===== src/rtl/dpp_pkg.sv =====
package dpp_pkg;
  typedef enum logic [1:0] {
    PATH_OTHER = 2'b00,
    PATH_ONE   = 2'b01,
    PATH_TWO   = 2'b10,
    PATH_NONE  = 2'b11
  } path_e;
endpackage


===== src/rtl/dpp_history.sv =====
module dpp_history #(
  parameter int unsigned W = 4
) (
  input  logic         clk_i,
  input  logic         rst_ni,
  input  logic         en_i,
  input  logic         bit_i,
  output logic [W-1:0] hist_o
);
  logic [W-1:0] hist_q;

  always_ff @(posedge clk_i or negedge rst_ni) begin
    if (!rst_ni)   hist_q <= '0;
    else if (en_i) hist_q <= {hist_q[W-2:0], bit_i};
  end

  assign hist_o = hist_q;

  p_hold_r10: assert property (@(posedge clk_i) disable iff (!rst_ni)
    !en_i |=> $stable(hist_q));
endmodule


===== src/rtl/dpp_table.sv =====
module dpp_table #(
  parameter int unsigned IDX_W = 4,
  parameter int unsigned CNT_W = 3
) (
  input  logic             clk_i,
  input  logic             rst_ni,
  input  logic             en_i,
  input  logic             inc_i,
  input  logic [IDX_W-1:0] idx_i,
  output logic [CNT_W-1:0] cnt_o
);
  localparam int unsigned DEPTH = 1 << IDX_W;
  localparam logic [CNT_W-1:0] CMAX = {CNT_W{1'b1}};

  logic [DEPTH-1:0][CNT_W-1:0] cnt_q;
  logic [CNT_W-1:0] rd_cnt, nxt_cnt;

  assign rd_cnt = cnt_q[idx_i];

  always_comb begin
    if (inc_i) nxt_cnt = (rd_cnt == CMAX) ? rd_cnt : rd_cnt + 1'b1;
    else       nxt_cnt = (rd_cnt == '0)   ? rd_cnt : rd_cnt - 1'b1;
  end

  always_ff @(posedge clk_i or negedge rst_ni) begin
    if (!rst_ni)   cnt_q <= '0;
    else if (en_i) cnt_q[idx_i] <= nxt_cnt;
  end

  assign cnt_o = rd_cnt;

  p_sat_hi_r8: assert property (@(posedge clk_i) disable iff (!rst_ni)
    (en_i && inc_i && rd_cnt == CMAX) |=> cnt_q[$past(idx_i)] == CMAX);
  p_sat_lo_r8: assert property (@(posedge clk_i) disable iff (!rst_ni)
    (en_i && !inc_i && rd_cnt == '0) |=> cnt_q[$past(idx_i)] == '0);
  p_table_hold_r10: assert property (@(posedge clk_i) disable iff (!rst_ni)
    !en_i |=> $stable(cnt_q));
endmodule


===== src/rtl/dpp_compare.sv =====
module dpp_compare #(
  parameter int unsigned CNT_W = 3
) (
  input  logic [CNT_W-1:0] cnt_a_i,
  input  logic [CNT_W-1:0] cnt_b_i,
  output logic             pick_b_o
);
  // ties go to a
  assign pick_b_o = cnt_b_i > cnt_a_i;
endmodule


===== src/rtl/dual_path_predictor.sv =====
module dual_path_predictor
  import dpp_pkg::*;
#(
  parameter int unsigned HIST_W = 4,
  parameter int unsigned CNT_W  = 3
) (
  input  logic             clk_i,
  input  logic             rst_ni,
  input  logic             upd_valid_i,
  input  logic [1:0]       upd_path_i,
  output logic             pred_p2_o,
  output logic [CNT_W-1:0] cnt_p1_o,
  output logic [CNT_W-1:0] cnt_p2_o
);
  localparam int unsigned LANES = 2;

  path_e upd_path;
  logic  upd_en;
  logic [LANES-1:0][HIST_W-1:0] hist;
  logic [LANES-1:0][CNT_W-1:0]  cnt;

  assign upd_path = path_e'(upd_path_i);
  assign upd_en   = upd_valid_i && (upd_path != PATH_NONE);

  for (genvar g = 0; g < LANES; g++) begin : g_lane
    logic hit;
    assign hit = (upd_path == ((g == 0) ? PATH_ONE : PATH_TWO));

    dpp_history #(.W(HIST_W)) u_hist (
      .clk_i  (clk_i),
      .rst_ni (rst_ni),
      .en_i   (upd_en),
      .bit_i  (hit),
      .hist_o (hist[g])
    );

    dpp_table #(.IDX_W(HIST_W), .CNT_W(CNT_W)) u_tab (
      .clk_i  (clk_i),
      .rst_ni (rst_ni),
      .en_i   (upd_en),
      .inc_i  (hit),
      .idx_i  (hist[g]),
      .cnt_o  (cnt[g])
    );
  end

  dpp_compare #(.CNT_W(CNT_W)) u_cmp (
    .cnt_a_i  (cnt[0]),
    .cnt_b_i  (cnt[1]),
    .pick_b_o (pred_p2_o)
  );

  assign cnt_p1_o = cnt[0];
  assign cnt_p2_o = cnt[1];

  p_p1_shift_r2: assert property (@(posedge clk_i) disable iff (!rst_ni)
    (upd_valid_i && upd_path_i == 2'b01) |=> (hist[0][0] && !hist[1][0]));
  p_p2_shift_r3: assert property (@(posedge clk_i) disable iff (!rst_ni)
    (upd_valid_i && upd_path_i == 2'b10) |=> (!hist[0][0] && hist[1][0]));
  p_other_shift_r7: assert property (@(posedge clk_i) disable iff (!rst_ni)
    (upd_valid_i && upd_path_i == 2'b00) |=> (!hist[0][0] && !hist[1][0]));
  p_ignore_r10: assert property (@(posedge clk_i) disable iff (!rst_ni)
    !upd_en |=> ($stable(cnt_p1_o) && $stable(cnt_p2_o)));
  p_pred_r9: assert property (@(posedge clk_i) disable iff (!rst_ni)
    (cnt_p1_o == cnt_p2_o) |-> !pred_p2_o);
endmodule


===== config.mk =====
export PLATFORM = sky130hd
export DESIGN_NAME = dual_path_predictor
export DESIGN_NICKNAME = d
export VERILOG_FILES = /design/src/rtl/dpp_pkg.sv /design/src/rtl/dpp_history.sv /design/src/rtl/dpp_table.sv /design/src/rtl/dpp_compare.sv /design/src/rtl/dual_path_predictor.sv
export SDC_FILE = /design/constraint.sdc
export NUM_CORES = 1
export LEC_CHECK = 0
export BUFFER_PORTS_ARGS = -buffer_cell sky130_fd_sc_hd__clkbuf_2
export CORE_UTILIZATION = 55
export DETAILED_ROUTE_END_ITERATION = 6
export PLACE_DENSITY = 0.71
export REMOVE_ABC_BUFFERS = 1
export SETUP_SLACK_MARGIN = 0.4
export SLEW_MARGIN = 10
export SYNTH_ARGS = -nofsm -noshare
export SYNTH_HDL_FRONTEND = slang
export SYNTH_HIERARCHICAL = 1
export SYNTH_SLANG_ARGS = --single-unit

===== constraint.sdc =====
create_clock -name clk_i -period 4.9 [get_ports clk_i]
set_clock_uncertainty 0.15 [all_clocks]
set_input_delay 0 -clock clk_i [delete_from_list [all_inputs] [get_ports clk_i]]
set_output_delay 0 -clock clk_i [all_outputs]
set_load 0.05 [all_outputs]

==> flow_summary.ini <==
[cts]
ctsLongestPathBuffers = 2
post_cts_resized = 0
numCtsBuffers = 9
cts_max_level = 3
cts_tree = built
clk_latency_ns = 0.36
path_clk_slew_ns = 0.09
cts.root.buffer_cell = clkbuf_8
numClockSinks = 104

[yosys]
synth_xor_area_share_pct = 0.461
ys.flop_type = dfrtp_1
synth_compound_area_share_pct = 3.80
synth_top_area_cell = dfrtp_1
ys_ff_latch = 104
netlist_area_um2 = 5430
async_flop_share_pct = 100
synth_top_area_share_pct = 47.9
synth_top_family_by_area = multiplexers
ys_warn_count = 6
synthTopCellsByArea = dfrtp_1 (48%), mux2_2 (17%), mux4_2 (7.5%), mux2i_1 (7.2%), ha_1 (2.5%)
synth-edff-count = 0
syn_inst = 411
yosys.area_share.simple_pct = 7.62
yosysSeqAreaShare_pct = 47.9
synthAdderAreaFrac_pct = 2.53
synth_area_per_cell_um2 = 13.2
synthMuxAreaShare_pct = 34.3
synth_cell_types = 46

[grt]
grt-ovfl-total = 0
antenna_found_initial = 0
grt_max_degree = 66
grt_pass1_wl_um = 18000
grt_usage_pct = 23.6
grt_pass1_vias = 3258

[final_layout]
n_antenna_cell = 0
fin_nets = 436
fillCellCount = 735
multi_input_area_um2 = 2650
drive_above_1_share_pct = 33.7
area_growth_pct = 6.13
ff_latch_area_um2 = 2600
finalNonFillerCells = 553

[power]
powerDensity_nw_per_um2 = 670
vdd_drop_max_uv = 528
internal_power_mw = 2.20
pwr-share-clk_pct = 13.0
swShare_pct = 43.0
combinationalPowerShare_pct = 49.5
share_seq_of_total_power_pct = 37.6
p_leak_nw = 2.53
p_switching_mw = 1.66

[timing]
whs_ns = 0.0609
period_share_pct = 82.5
fmax_mhz = 247
rsz0062_at_grt = false
slew_headroom_pct = 21.7
fin_tns_setup_ns = 0
slew_viol_final = 0
finalHoldViolCount = 0
fin_crit_ns = 4.04
worst-slew-pin-transition_ns = 1.17
setup_violations = 0
fin_ws_ns = 0.859

[floorplan]
die_area_um2 = 10300
core_region_area_um2 = 9420
fp-row-count = 35
num_io_pins = 12
die_w_um = 101
initial_utilization_pct = 57.7
die_h_um = 101

[critical_path]
crit_path_end_kind = register
crit_slowest_cell = dfrtp_1
critPathTopFamily = multiplexers
critPathArrivalTime_ns = 4.19
r2r-start = g_lane[1].u_hist/hist_o[0]
critPathRequiredTime_ns = 5.05
worstSetupStartpoint = g_lane[1].u_hist/hist_o[0]
start_kind = register
cp_cell_sequence = mux4_2, mux2i_1, mux2i_1, inv_1, ha_1, ha_1, nor2_1, a31oi_1, xnor2_2, mux2_2
max_stage_delay_ns = 1.13
worstSetupPathType = reg -> reg
crit_fanout = 23
cp_num_buf_inv = 1

[place]
port_buffers = 11
dp_slack_ns = 0.891
dp.final_hpwl_um = 7540
dp_cells = 536
place.gp.congestion = 0.776

[run]
maxCapViolations = 0

[route]
drt_iter0_drc = 181
vias = 3293
wl_per_cell_um = 19.5
via_per_inst = 5.95
drt_wl_total_um = 10800
ant_nets = 0
drcViolationCount = 0
first_pass_iters = 4

[hold_path]
hold_path_class = in -> reg
min-delay-start = upd_path_i[0]

[outcome]
status = finished clean
-- final cells by class --
| type | count | area share, % |
|---|---|---|
| Clock buffer | 11 | 2.63 |
| Clock inverter | 4 | 0.521 |
| Inverter | 16 | 1.04 |
| Multi-Input combinational cell | 271 | 45.9 |
| Sequential cell | 104 | 45.1 |
| Tap cell | 129 | 2.80 |
| Timing Repair Buffer | 18 | 2.00 |
-- Yosys cell counts, types with 3 or more instances --
cell,instances
nor2b_1,5
clkbuf_1,6
nand2_1,10
mux4_2,18
mux2_2,84
mux2i_1,39
inv_1,15
a31oi_1,3
nor3_1,3
nand3b_1,5
dfrtp_1,104
mux2_1,4
nor2_1,32
ha_1,11
a21oi_1,18
buf_2,6
buf_6,5
nand2b_1,9
-- power by group through the flow --
stage	registers [mW]	logic, mW	clock network [mW]
2_1_floorplan	1.37	1.44	0
3_3_place_gp	1.45	1.85	0
3_5_place_dp	1.47	1.91	0
4_1_cts	1.45	1.91	0.513
5_1_grt	1.49	2.09	0.545
6_report	1.45	1.91	0.501
-- flip-flops by register name, summed over array words and instances (netlist names) --
register	count
g_lane.u_hist/hist_o	8
g_lane.u_tab/cnt_q	96
-- worst reg2reg max path, delay by kind of cell (launching register included) --
kind | cells | cell delay (ns)
adders and majority gates | 2 | 0.43
muxes | 4 | 1.38
buffers and inverters | 1 | 0.12
xor gates and xnor gates | 1 | 0.59
DFF | 1 | 1.13
AOI/OAI and AO/OA | 1 | 0.07
and+or+nand+nor | 1 | 0.11
-- kinds of logic (layout without fill, tap and decap cells) --
group	Yosys count	after routing
adders and majority gates	11	11
muxes	148	148
and+or+nand+nor	79	79
xor gates and xnor gates	2	2
buffers and inverters	36	49
AOI/OAI and AO/OA	31	31
DFF	104	104
-- routing by layer --
| metal | vias up | part of all wire (%) | wire length, µm | GRT usage, % |
|---|---|---|---|---|
| met5 | - | 0 | 0 | 0 |
| met4 | 0 | 0.66 | 71 | 5.35 |
| met3 | 6 | 5.1 | 546 | 4.28 |
| met2 | 71 | 44 | 4770 | 33.0 |
| met1 | 1708 | 50 | 5410 | 38.0 |
| li1 | 1508 | - | - | - |
-- worst paths after layout --
path	slack (ns)	cells after the start	to
hold / removal	0.06	3	g_lane[1].u_hist/hist_o[0]
hold reg to reg	0.36	1	g_lane[0].u_tab/cnt_q[37]
setup / recovery	0.86	10	g_lane[1].u_tab/cnt_q[27]
max in group asynchronous	3.42	3	g_lane[0].u_tab/cnt_q[9]
setup reg to reg	0.86	10	g_lane[1].u_tab/cnt_q[27]
min in group asynchronous	0.09	2	g_lane[0].u_tab/cnt_q[2]
-- timing repair --
action	CTS	global route
endpoints found under the setup margin	0	0
endpoints found under the hold margin	65	0
setup buffers	0	0
hold buffers	2	0
-- per-stage QoR --
step           power, mW  instance area, µm²  utilization [%]
5_1_grt             4.13                5770             61.2
6_report            3.87                5770             61.2
3_5_place_dp        3.37                5560             59.1
2_1_floorplan       2.81                5310                -
4_1_cts             3.88                5770             61.2
3_3_place_gp        3.30                5560             59.1
-- cells in the final DEF (no fill, tap or decap), types with 2 or more instances in the layout --
master / n
mux2_2: 84
a21oi_1: 18
clkbuf_8: 11
nand3b_1: 5
nand2b_1: 9
nand4_1: 2
mux4_2: 18
and3_1: 2
or3_1: 2
a31oi_1: 3
mux2_1: 4
mux4_1: 2
clkinv_4: 2
nand3_1: 2
nor3_1: 3
nor2b_1: 5
mux2i_1: 39
dlygate4sd3_1: 2
clkbuf_2: 10
nor2_1: 32
inv_1: 15
ha_1: 11
nand2_1: 10
buf_4: 6
dfrtp_1: 104
nor3b_1: 2
Note: power is estimated with default switching activity, not from simulation.
